<file path="config.mk">
export PLATFORM = sky130hd
export DESIGN_NAME = flash_owner_arb
export DESIGN_NICKNAME = d
export VERILOG_FILES = /design/src/rtl/flash_owner_arb.sv
export SDC_FILE = /design/constraint.sdc
export NUM_CORES = 1
export LEC_CHECK = 0
export ABC_AREA = 1
export BUFFER_PORTS_ARGS = -buffer_cell sky130_fd_sc_hd__buf_2
export CAP_MARGIN = 15
export CORE_MARGIN = 1.5
export CORE_UTILIZATION = 29
export CTS_CLUSTER_DIAMETER = 120
export CTS_CLUSTER_SIZE = 20
export DETAILED_ROUTE_END_ITERATION = 7
export PLACE_DENSITY_LB_ADDON = 0.08
export SYNTH_ARGS = -nofsm -noshare
export SYNTH_HDL_FRONTEND = slang
export SYNTH_SLANG_ARGS = --single-unit
</file>
<file path="constraint.sdc">
create_clock -name clk -period 1.25 [get_ports clk]
set_clock_uncertainty 0.05 [all_clocks]
set_input_delay 0.25 -clock clk [delete_from_list [all_inputs] [get_ports clk]]
set_output_delay 0.25 -clock clk [all_outputs]
set_load 0.01 [all_outputs]
</file>
<file path="src/rtl/flash_owner_arb.sv">
module flash_owner_arb #(
  parameter int ADDR_W = 12,
  parameter int DATA_W = 32,
  parameter logic [ADDR_W-1:0] CTRL_ADDR = 12'h1D0,
  parameter int CTRL_REQ_BIT = 4,
  parameter int HOST_REQ_BIT = 5
) (
  input  logic              clk,
  input  logic              rst_n,
  input  logic              reg_wr,
  input  logic [ADDR_W-1:0] reg_addr,
  input  logic [DATA_W-1:0] reg_wdata,
  output logic [DATA_W-1:0] reg_rdata,
  input  logic              cfg_req,
  output logic [2:0]        flash_sel_oh
);
  localparam logic [2:0] SEL_IDLE = 3'd0;
  localparam logic [2:0] SEL_CTRL = 3'd1;
  localparam logic [2:0] SEL_HOST = 3'd2;
  localparam logic [2:0] SEL_CFG  = 3'd4;
  localparam logic [DATA_W-1:0] USED_MASK =
    (DATA_W'(1) << CTRL_REQ_BIT) | (DATA_W'(1) << HOST_REQ_BIT);

  logic [2:0] sel, sel_nxt;
  logic       ctrl_req, host_req;
  logic       hit, owner_active;
  logic [DATA_W-1:0] status;
  logic       unused_wbits;

  assign hit          = (reg_addr == CTRL_ADDR);
  assign unused_wbits = ^(reg_wdata & ~USED_MASK);

  always_ff @(posedge clk) begin
    if (!rst_n) begin
      ctrl_req <= 1'b0;
      host_req <= 1'b0;
    end else if (reg_wr && hit) begin
      ctrl_req <= reg_wdata[CTRL_REQ_BIT];
      host_req <= reg_wdata[HOST_REQ_BIT];
    end
  end

  assign owner_active = |(sel & {cfg_req, host_req, ctrl_req});

  always_comb begin
    sel_nxt = sel;
    if (sel == SEL_IDLE) begin
      if (cfg_req)       sel_nxt = SEL_CFG;
      else if (ctrl_req) sel_nxt = SEL_CTRL;
      else if (host_req) sel_nxt = SEL_HOST;
    end else if (!owner_active) begin
      sel_nxt = SEL_IDLE;
    end
  end

  always_ff @(posedge clk) begin
    if (!rst_n) sel <= SEL_IDLE;
    else        sel <= sel_nxt;
  end

  always_comb begin
    status = '0;
    status[2:0] = sel;
    status[CTRL_REQ_BIT] = ctrl_req;
    status[HOST_REQ_BIT] = host_req;
  end

  assign reg_rdata    = hit ? status : '0;
  assign flash_sel_oh = sel;

  assert_onehot_R8: assert property (@(posedge clk) disable iff (!rst_n)
    $onehot0(flash_sel_oh));

  assert_cfg_first_R4: assert property (@(posedge clk) disable iff (!rst_n)
    (sel == SEL_IDLE && cfg_req) |=> (sel == SEL_CFG));

  assert_hold_owner_R5: assert property (@(posedge clk) disable iff (!rst_n)
    (sel != SEL_IDLE && owner_active) |=> $stable(sel));

  assert_release_R6: assert property (@(posedge clk) disable iff (!rst_n)
    (sel != SEL_IDLE && !owner_active) |=> (sel == SEL_IDLE));

  assert_idle_gap_R7: assert property (@(posedge clk) disable iff (!rst_n)
    (sel != SEL_IDLE) |=> (sel == SEL_IDLE || $stable(sel)));
endmodule

</file>
# After elaboration in Yosys (flattened, before gate mapping)
# Index checks and enable logic that the tools add are counted.
[word_totals] in_bits=48 register_bits=5 wordCells=17 output_inout_bits=35
[op_classes] reduce_logical=4 mux=6 eq_ne=3 bitwise_logic=1
[ops] op="3-bit two-way mux" n=5
[ops] op="12-bit by 9-bit equality test with 1-bit output (second input constant)" n=1
[ops] op="6-bit two-way mux" n=1
[ops] op="4-bit != test (second input constant)" n=1
[ops] op="3-bit bitwise AND" n=1
[ops] op="3-bit logical NOT" n=1
[ops] op="3-bit OR reduction" n=1
[ops] op="2-bit by 1-bit != test with 1-bit output (second input constant)" n=1
[ops] op="2-bit AND reduction" n=1
[ops] op="1-bit logical AND" n=1

# Longest topological paths before layout
# Gate-level depths: netlist of run 1.
[depth] depth_word=4 depth_mapped=8 ltp_nobuf=8

# Worst setup path before layout of run 1
# Ideal clock, no wire load.
[synth_timing] kind="input-to-output" from="input reg_addr[1]" to="output reg_rdata[0]" path_stages=3 path_slack_ps=90 path_buffers=0 t_required_ps=950 arrival_ps=860 cell_sequence="nor4_1 nand3b_1 nor2_1"
[synth_between] elab_chain_cells=2
[synth_lines] element="start, declared" line_no="11" rtl="input logic [ADDR_W-1:0] reg_addr,"
[synth_lines] element="12-bit by 9-bit equality test with 1-bit output" line_no="30" rtl="assign hit = (reg_addr == CTRL_ADDR);"
[synth_lines] element="6-bit two-way mux" line_no="68" rtl="assign reg_rdata = hit ? status : '0;"
[synth_lines] element="end, declared" line_no="13" rtl="output logic [DATA_W-1:0] reg_rdata,"
# Every way passes these cells.

# Worst setup path in the final report of run 1
[layout_timing] from="input reg_addr[5]" to="output reg_rdata[2]"
# Same word-level chain as after synthesis.

==> results of run 1 <==
==> worst max-delay path, stage by stage <==
cell and delay [ns]:
buf_6 0.10, nor4_4 0.26, nand3b_1 0.21, nor2_1 0.14, buf_2 0.14
==> worst paths after layout <==
| kind | from | slack (ns) | cells past startpoint | to |
|---|---|---|---|---|
| setup / recovery | reg_addr[5] | -0.15 | 5 | reg_rdata[2] |
| hold reg to reg | flash_sel_oh[2] | 0.43 | 2 | flash_sel_oh[2] |
| hold / removal | rst_n | 0.21 | 3 | ctrl_req |
| setup reg to reg | flash_sel_oh[0] | 0.25 | 5 | flash_sel_oh[1] |
==> routing by layer <==
layer | vias to the layer above | GRT usage
met1 | 244 | 0.112
met5 | - | 0
li1 | 294 | -
met2 | 35 | 0.181
met3 | 0 | 0.0346
met4 | 0 | 0.0667
==> what timing repair did <==
item,4_1_cts,5_1_grt
pin swaps,4,5
hold buffers,0,0
gates resized for setup,3,1
buffers inserted,0,0
endpoints found under the setup margin,5,5
==> kinds of logic (layout without fill, tap and decap cells) <==
kind of cell	after synthesis	in the layout	synth area share
AOI/OAI and AO/OA	4	4	0.0354
buffers and inverters	43	48	0.465
DFF	5	5	0.177
other	1	27	0.00663
and+or+nand+nor	41	41	0.316
==> sequential cells by signal, summed over array words and instances, names as in the netlist <==
name and count:
flash_sel_oh 3, ctrl_req 1, host_req 1
==> through the flow <==
step	total power, µW	setup slack (ns)	cells
final	465	-0.152	150
after global routing	509	-0.247	150
after CTS	469	-0.171	150
after detailed placement	273	-0.223	146
after global placement	273	-0.233	146
after floorplan	295	0.0896	120
==> cell usage in the layout (no fill, tap or decap) <==
master	synthesis	layout
nand3b_1	1	1
buf_6	0	2
buf_4	27	3
clkbuf_1	0	1
nand2_1	16	16
clkbuf_4	0	3
nor2_2	1	1
dfxtp_1	5	5
inv_1	16	16
nand3_1	3	3
nand4_1	5	5
conb_1	1	27
a21oi_1	4	4
nor4_4	0	1
nor2_1	14	14
buf_2	0	23
==> report_power, final <==
part	leakage (µW)	switching, µW	internal, µW
Clock	0.0000150	63.9	121
Sequential	0.0000405	2.14	163
Combinational	0.000354	75.3	39.9
Total	0.000409	141	323
==> cell type report <==
type	count	area [µm²]
timing repair buffer	28	160
inverter	16	60.1
clock buffer	4	26.3
sequential	5	100
fill	202	1090
tap	25	31.3
multi-input combinational	72	315
==> metrics, run 1 <==
status finished, violations left; violated checks negative setup slack; #FFs+latches synth 5; Final Core Density 0.389; IO Pins 83; Pwr per Cell Area 670 nW/µm²; GRT Residual Overflow 0; post-detail-place hpwl 956 µm; leakage power 0.000409 µW; vias in the first global route 454; Hold Crit Class in -> reg; Worst Setup Slack, final -0.152 ns; Primary FF master, synth dfxtp_1; clock-pin slew of the registers on the worst-case setup and hold paths 0.04 ns; top post-synthesis cells by count buf_4, inv_1, nand2_1; WL met2 531 µm; number of port buffers 25; Post-route DRC 0; NumNets Final 174; M1 WL 426 µm; die height 47.2 µm; clk buf depth 2; number of synthesized flops with an enable pin 0; max capacitance violation total 0; antenna cells 0; Final Hold Fails 0; Mean Syn Cell Area 6.02 µm²; CTS tree yes; register area share after synthesis 0.177; design area 693 µm²; first-pass GRT wire length 1640 µm; critical path type in -> out; Achievable Freq 713 MHz; DRT iter0 DRCs 9; Worst EP required 0.95 ns; count of clock tree sinks 5; Clock Tree Root clkbuf_4; Chip Width 47.2 µm; Initial Utilization 0.317; layout cell share with drive strength beyond 1 0.264; routed len/inst 7.24 µm; critical path capture point type output pin; RSZ-0062 raised after global routing yes; Final Slew Violations 0; Post-Synthesis Cells 94; final setup TNS -0.716 ns; worst-path fanout max 5; initial antenna violation count 0; H-tree depth 1; placed cell areas 639 µm²; CP Data Arrival Time 1.10 ns; DR vias 573; largest net degree at the start of global routing 6; CTS Buf Count 3; Final setup viols 5; first-pass iteration count of the detailed router 4; area grow syn2layout 22.6%; Post-Syn Area 566 µm²; Core Region 1780 µm²; worst vdd ir 0.000191 V; post-synth top area share 0.358; wire length on met3 128 µm; Worst Setup Start Kind primary input; dominant cells by area after synthesis buf_4, dfxtp_1, inv_1, nand2_1, nor2_1; drt total wl 1090 µm; crit share post-route 1.12; top layer in use met3; Worst-Skew Late Latency 0.24 ns; full die area 2220 µm²; Hold Slack 0.210 ns; post-synth top area cell buf_4; Async SR Flop Fraction 0; Synth cell types 12; post-layout minimum cycle time 1.40 ns; most frequent cell after synthesis buf_4; synth warn 0; Final GP Congestion 0.822; antenna viol nets, final 0; Tot GR Track Use 0.106; Via density 3.82; row count 15
(Power assumes the default switching activity.)
==> run 2, diff against run 1 <==
--- a/config.mk
+++ b/config.mk
@@ -5,11 +5,10 @@
 export SDC_FILE = /design/constraint.sdc
 export NUM_CORES = 1
 export LEC_CHECK = 0
-export ABC_AREA = 1
 export BUFFER_PORTS_ARGS = -buffer_cell sky130_fd_sc_hd__buf_2
 export CAP_MARGIN = 15
 export CORE_MARGIN = 1.5
-export CORE_UTILIZATION = 29
+export CORE_UTILIZATION = 28
 export CTS_CLUSTER_DIAMETER = 120
 export CTS_CLUSTER_SIZE = 20
 export DETAILED_ROUTE_END_ITERATION = 7
==> run 2 against run 1 <==
  * Flip-flop and latch count is the same
  * Highest routed layer is now met4
  * Final cell count fell by 19%
  * The flow still finishes with violations (negative setup slack)
  * Sequential power about the same
==> metrics, run 2 <==
CTS tree yes; first-pass GRT wire length 1520 µm (-7.2%); Hold Slack 0.206 ns (-0.00418 ns); Primary FF master, synth dfxtp_1; worst r2r path cells 3 (-2); dominant cells by area after synthesis buf_4, dfxtp_1, and2_1, nand2_1, a22o_1; top post-synthesis cells by count buf_4, nand2_1, and2_1, dfxtp_1; WHS Path Cells 3 (unchanged); critical path type in -> out; post-layout minimum cycle time 1.70 ns (+0.296 ns); Clock Tree Root clkbuf_4; Async SR Flop Fraction 0 (unchanged); worst r2r src flash_sel_oh[0]; most frequent cell after synthesis buf_4; #FFs+latches synth 5 (unchanged); status finished, violations left; HP Start reg_wdata[4]; Hold Crit Class in -> reg; antenna viol nets, final 0 (unchanged); Chip Width 47.0 µm (-0.25%); row count 15 (unchanged); Final GP Congestion 0.612 (-26%); Mean Syn Cell Area 8.35 µm² (+39%); antenna cells 0 (unchanged); Achievable Freq 589 MHz (-17%); Synth cell types 18 (+6); critical path capture point type output pin; slowest CP cell or4_4; design area 687 µm² (-0.90%); Final Hold Fails 0 (unchanged); max FFs per register 3 (unchanged); post-detail-place hpwl 847 µm (-11%); DRT iter0 DRCs 5 (-4); leakage power 0.000376 µW (-8.3%); Final setup viols 7 (+2); post-synth top area cell buf_4; Worst Setup Slack, final -0.448 ns (-0.296 ns); Final Slew Violations 0 (unchanged); worst-path fanout max 5 (unchanged); number of synthesized flops with an enable pin 0 (unchanged); number of port buffers 25 (unchanged); H-tree depth 1 (unchanged); full die area 2210 µm² (-0.51%); largest net degree at the start of global routing 9 (+3); Via density 3.85 (+0.85%); CP Data Arrival Time 1.40 ns (+0.30 ns); Post-Syn Area 543 µm² (-4.0%); Post-route DRC 0 (unchanged); NumNets Final 146 (-16%); vias in the first global route 382 (-16%); Pwr per Cell Area 666 nW/µm² (-0.68%); DR vias 470 (-18%); Tot GR Track Use 0.0985 (-0.00740); worst stage delay on the critical path 0.55 ns (+0.29 ns); post-synth top area share 0.373 (+0.0149); GRT Residual Overflow 0 (unchanged); Worst EP required 0.95 ns (about the same); clock-pin slew of the registers on the worst-case setup and hold paths 0.04 ns (about the same); placed cell areas 619 µm² (-3.1%); crit-path cells buf_6 -> or4_4 -> nor3_4 -> and2_1 -> buf_2; crit share post-route 1.36 (+0.237); RSZ-0062 raised after global routing yes; area grow syn2layout 26.5%; CTS Buf Count 3 (unchanged); Worst Hold End ctrl_req; r2r endpoint flash_sel_oh[1]; final setup TNS -2.58 ns (-1.86 ns); FF-to-FF setup slack 0.25 ns (about the same); violated checks negative setup slack; routed len/inst 8.52 µm (+18%); CTS Hold Bufs 0 (unchanged); register area share after synthesis 0.184 (+0.00734); clk buf depth 2 (unchanged); synth warn 0 (unchanged); layout cell share with drive strength beyond 1 0.381 (+0.117); count of clock tree sinks 5 (unchanged); initial antenna violation count 0 (unchanged); Worst Setup Start Kind primary input; Initial Utilization 0.305 (-0.0126); first-pass iteration count of the detailed router 4 (unchanged); die height 47.0 µm (-0.25%); Core Region 1780 µm² (unchanged); most frequent cells in the layout conb_1, buf_2, nand2_1; most common cell after layout, fill and taps aside conb_1; IO Pins 83 (unchanged); Worst-Skew Late Latency 0.24 ns (about the same); worst vdd ir 0.000393 V (+110%); Post-Synthesis Cells 65 (-31%); max capacitance violation total 0 (unchanged); drt total wl 1040 µm (-4.2%)
==> run 2: cell types whose count changed after synthesis, sizes merged, moves of 3 or more <==
| cell | before | now |
|---|---|---|
| nor2 | 15 | 1 |
| nand2 | 16 | 7 |
| o21ai | 0 | 3 |
| nand3 | 3 | 0 |
| a21boi | 0 | 3 |
| nand4 | 5 | 0 |
| a21oi | 4 | 0 |
| and2 | 0 | 5 |
| inv | 16 | 1 |
| a22o | 0 | 3 |
==> run 2: area by class of cell <==
cell class	instances	area (µm²)
inverters	1	3.75
flip-flops and latches	5	100
well taps	25	31.3
clock buffers	4	26.3
repair buffers	29	181
fillers	204	1100
multi-input cells	58	344
==> run 2: kinds of logic (layout without fill, tap and decap cells) <==
| group | count (synthesis) | after routing | share of synthesized area |
|---|---|---|---|
| mux | 2 | 2 | 0.0369 |
| buf+inv | 28 | 34 | 0.380 |
| compound gates | 9 | 9 | 0.118 |
| flops | 5 | 5 | 0.184 |
| simple gates | 20 | 20 | 0.274 |
| other cells | 1 | 27 | 0.00691 |
==> run 2: worst max path at each step <==
stage                             from           end  slack, ns  cells after the start
after floorplan           reg_addr[11]  reg_rdata[0]      -0.26                      3
after global placement    reg_addr[11]  reg_rdata[4]      -0.44                      5
after detailed placement  reg_addr[11]  reg_rdata[4]      -0.47                      5
after CTS                  reg_addr[5]  reg_rdata[4]      -0.47                      5
after global routing      reg_addr[11]  reg_rdata[4]      -0.50                      5
final                     reg_addr[11]  reg_rdata[4]      -0.45                      5
==> run 2: power by group <==
part	total (µW)	leakage, µW	internal (µW)	switching, µW
Sequential	165	0.0000405	162	3.69
Combinational	102	0.000320	41.3	60.9
Clock	190	0.0000150	121	68.8
Total	457	0.000376	324	133
==> run 2: through the flow <==
stage          cells  power (µW)   util  worst slack (ns)
3_3_place_gp     116         259  0.347            -0.437
3_5_place_dp     116         260  0.347            -0.471
2_1_floorplan     91         284      -            -0.263
6_report         122         457  0.385            -0.448
4_1_cts          121         464  0.375            -0.471
5_1_grt          122         489  0.385            -0.505
==> run 2: per-layer routing <==
| layer | global-route usage | vias up | share of wire |
|---|---|---|---|
| li1 | - | 231 | - |
| met1 | 0.111 | 198 | 0.41 |
| met2 | 0.162 | 39 | 0.43 |
| met3 | 0.0154 | 2 | 0.15 |
| met4 | 0.0833 | 0 | 0.013 |
| met5 | 0 | - | 0 |
==> run 2: repair_timing <==
item	in CTS	in global routing
endpoints found under the setup margin	7	7
gates resized for setup	3	2
pin swaps	4	3
endpoints found under the hold margin	0	0
setup buffers	1	1
==> run 2: worst max-delay path: cells and delay by family <==
kind                   cells  cell delay, ns
and+or+nand+nor            3            0.94
buffers and inverters      2            0.21
==> run 3, diff against run 2 <==
--- a/config.mk
+++ b/config.mk
@@ -7,8 +7,10 @@
 export LEC_CHECK = 0
 export BUFFER_PORTS_ARGS = -buffer_cell sky130_fd_sc_hd__buf_2
 export CAP_MARGIN = 15
+export CELL_PAD_IN_SITES_DETAIL_PLACEMENT = 1
+export CELL_PAD_IN_SITES_GLOBAL_PLACEMENT = 1
 export CORE_MARGIN = 1.5
-export CORE_UTILIZATION = 28
+export CORE_UTILIZATION = 18
 export CTS_CLUSTER_DIAMETER = 120
 export CTS_CLUSTER_SIZE = 20
 export DETAILED_ROUTE_END_ITERATION = 7
==> constraint.sdc (replaced) <==
create_clock -name clk -period 2.2 [get_ports clk]
set_clock_uncertainty 0.05 [all_clocks]
set_input_delay 0.44 -clock clk [delete_from_list [all_inputs] [get_ports clk]]
set_output_delay 0.44 -clock clk [all_outputs]
set_load 0.01 [all_outputs]
==> run 3 against run 2 <==
  * The run ends with design-rule violations left
  * Critical path depth did not move
  * Flip-flop and latch count did not move
  * Combinational power fell by 48%
  * Register-to-register slack improved by 0.91 ns
  * Sequential power fell by 43%
  * Non-clock buffer count fell by 2
  * Critical endpoint is now reg_rdata[0]
  * Highest routed layer unchanged
==> metrics, run 3 (same netlist as run 2, synthesis figures left out) <==
status finished, violations left; DRT iter0 DRCs 18 (+13); final setup TNS 0 ns (+2.58 ns); Initial Utilization 0.194 (-0.111); first-pass GRT wire length 1800 µm (+18%); Storage cell area 100 µm² (unchanged); Final GP Congestion 0.612 (about the same); area taken by multi-input logic gates 340 µm² (-1.1%); RSZ-0062 raised after global routing no; Most common cell on crit path buf_2; CTS Buf Count 3 (unchanged); post-layout minimum cycle time 2.11 ns; number of port buffers 25 (unchanged); Chip Width 57.9 µm (+23%); critical path type in -> out; violated checks design-rule violations; most frequent cells in the layout conb_1, buf_2, nand2_1, and2_1, dfxtp_1; area grow syn2layout 19.8%; Final Hold Fails 0 (unchanged); FF-to-FF setup slack 1.16 ns (+0.91 ns); HP Start reg_wdata[4]; Worst setup startpoint reg_addr[11]; max FFs per register 3 (unchanged); CP Data Arrival Time 1.62 ns (+0.22 ns); Via density 3.87 (+0.33%); worst r2r path cells 3 (unchanged); crit share post-route 0.959; worst stage delay on the critical path 0.55 ns (about the same); Final Slew Violations 0 (unchanged); most common cell after layout, fill and taps aside conb_1; WHS Path Cells 3 (unchanged); antenna viol nets, final 0 (unchanged); routed len/inst 9.72 µm (+14%); Post-route DRC 7 (+7); slowest CP cell or4_4; row count 19 (+4); layout cell share with drive strength beyond 1 0.368 (-0.0130); post-detail-place hpwl 1000 µm (+19%); H-tree depth 1 (unchanged); worst r2r src flash_sel_oh[0]; Achievable Freq 474 MHz; NumNets Final 144 (-1.4%); worst-path fanout max 5 (unchanged); GRT Residual Overflow 0 (unchanged); Final setup viols 0 (-7); CTS Hold Bufs 0 (unchanged); drt total wl 1230 µm (+18%); DR vias 487 (+3.6%); Pwr per Cell Area 391 nW/µm² (-41%); largest net degree at the start of global routing 9 (unchanged); Worst EP required 1.71 ns (+0.76 ns); Worst Hold End ctrl_req; count of clock tree sinks 5 (unchanged); r2r endpoint flash_sel_oh[1]; Worst-Skew Late Latency 0.24 ns (about the same); Core Region 2810 µm² (+57%); first-pass iteration count of the detailed router 6 (+2); placed cell areas 617 µm² (-0.40%); Worst Setup Start Kind primary input; full die area 3360 µm² (+52%); design area 651 µm² (-5.3%); worst vdd ir 0.000195 V (-50%); Hold Crit Class in -> reg; critical path capture point type output pin; vias in the first global route 391 (+2.4%); FILL cells 377 (+85%); max capacitance violation total 0 (unchanged); CTS tree yes; IO Pins 83 (unchanged); Clock Tree Root clkbuf_4; crit-path cells buf_2 -> or4_4 -> nor3_4 -> and2_1 -> buf_2; clock-pin slew of the registers on the worst-case setup and hold paths 0.05 ns (about the same); clk buf depth 2 (unchanged); Tot GR Track Use 0.0707 (-0.0278); die height 57.9 µm (+23%); initial antenna violation count 0 (unchanged); leakage power 0.000358 µW (-4.6%); antenna cells 0 (unchanged)
run 3: repair_timing:
action,4_1_cts,5_1_grt
hold endpoints to repair,0,0
buffers inserted,0,0
setup endpoints to repair,0,4
resized for setup,0,1
run 3: metal layers:
metal	global-route usage	routed length, µm	share of wire
met3	0.0246	183	0.15
met1	0.0912	523	0.43
met4	0.0399	14	0.011
met5	0	0	0
met2	0.102	502	0.41
run 3: through the flow:
stage	hold WS, ns	std cells	util	total power [µW]	setup WS, ns
finish	0.395	126	0.232	254	0.0892
global route	0.405	126	0.232	280	0.0342
CTS	0.385	126	0.230	259	0.0263
detailed placement	0.472	122	0.220	147	0.0322
global placement	0.467	122	0.220	147	0.0383
floorplan	0.415	91	-	161	0.294
run 3: final cells by class:
| type | instances | area share |
|---|---|---|
| flip-flops and latches | 5 | 0.154 |
| clock inverters | 1 | 0.00769 |
| multi-input cells | 58 | 0.523 |
| repair buffers | 27 | 0.215 |
| well taps | 31 | 0.0596 |
| clock buffers | 3 | 0.0346 |
| inverters | 1 | 0.00577 |
run 3: critical path, delay by kind of cell:
kind / cells / cell delay [ns]
buffers and inverters: 2 / 0.22
and+or+nand+nor: 3 / 0.96
run 3: how the worst max path moves through the flow:
stage	end	slack (ns)	cells past startpoint
final	reg_rdata[0]	0.09	5
after global routing	reg_rdata[2]	0.03	5
after CTS	reg_rdata[0]	0.03	5
after detailed placement	reg_rdata[0]	0.03	5
after global placement	reg_rdata[1]	0.04	5
after floorplan	reg_rdata[0]	0.29	3
run 3: power by group:
group          total, µW  internal, µW  switching [µW]
Combinational       52.9          18.1            34.8
Clock                108          66.0            41.9
Sequential          93.7          91.8            1.98
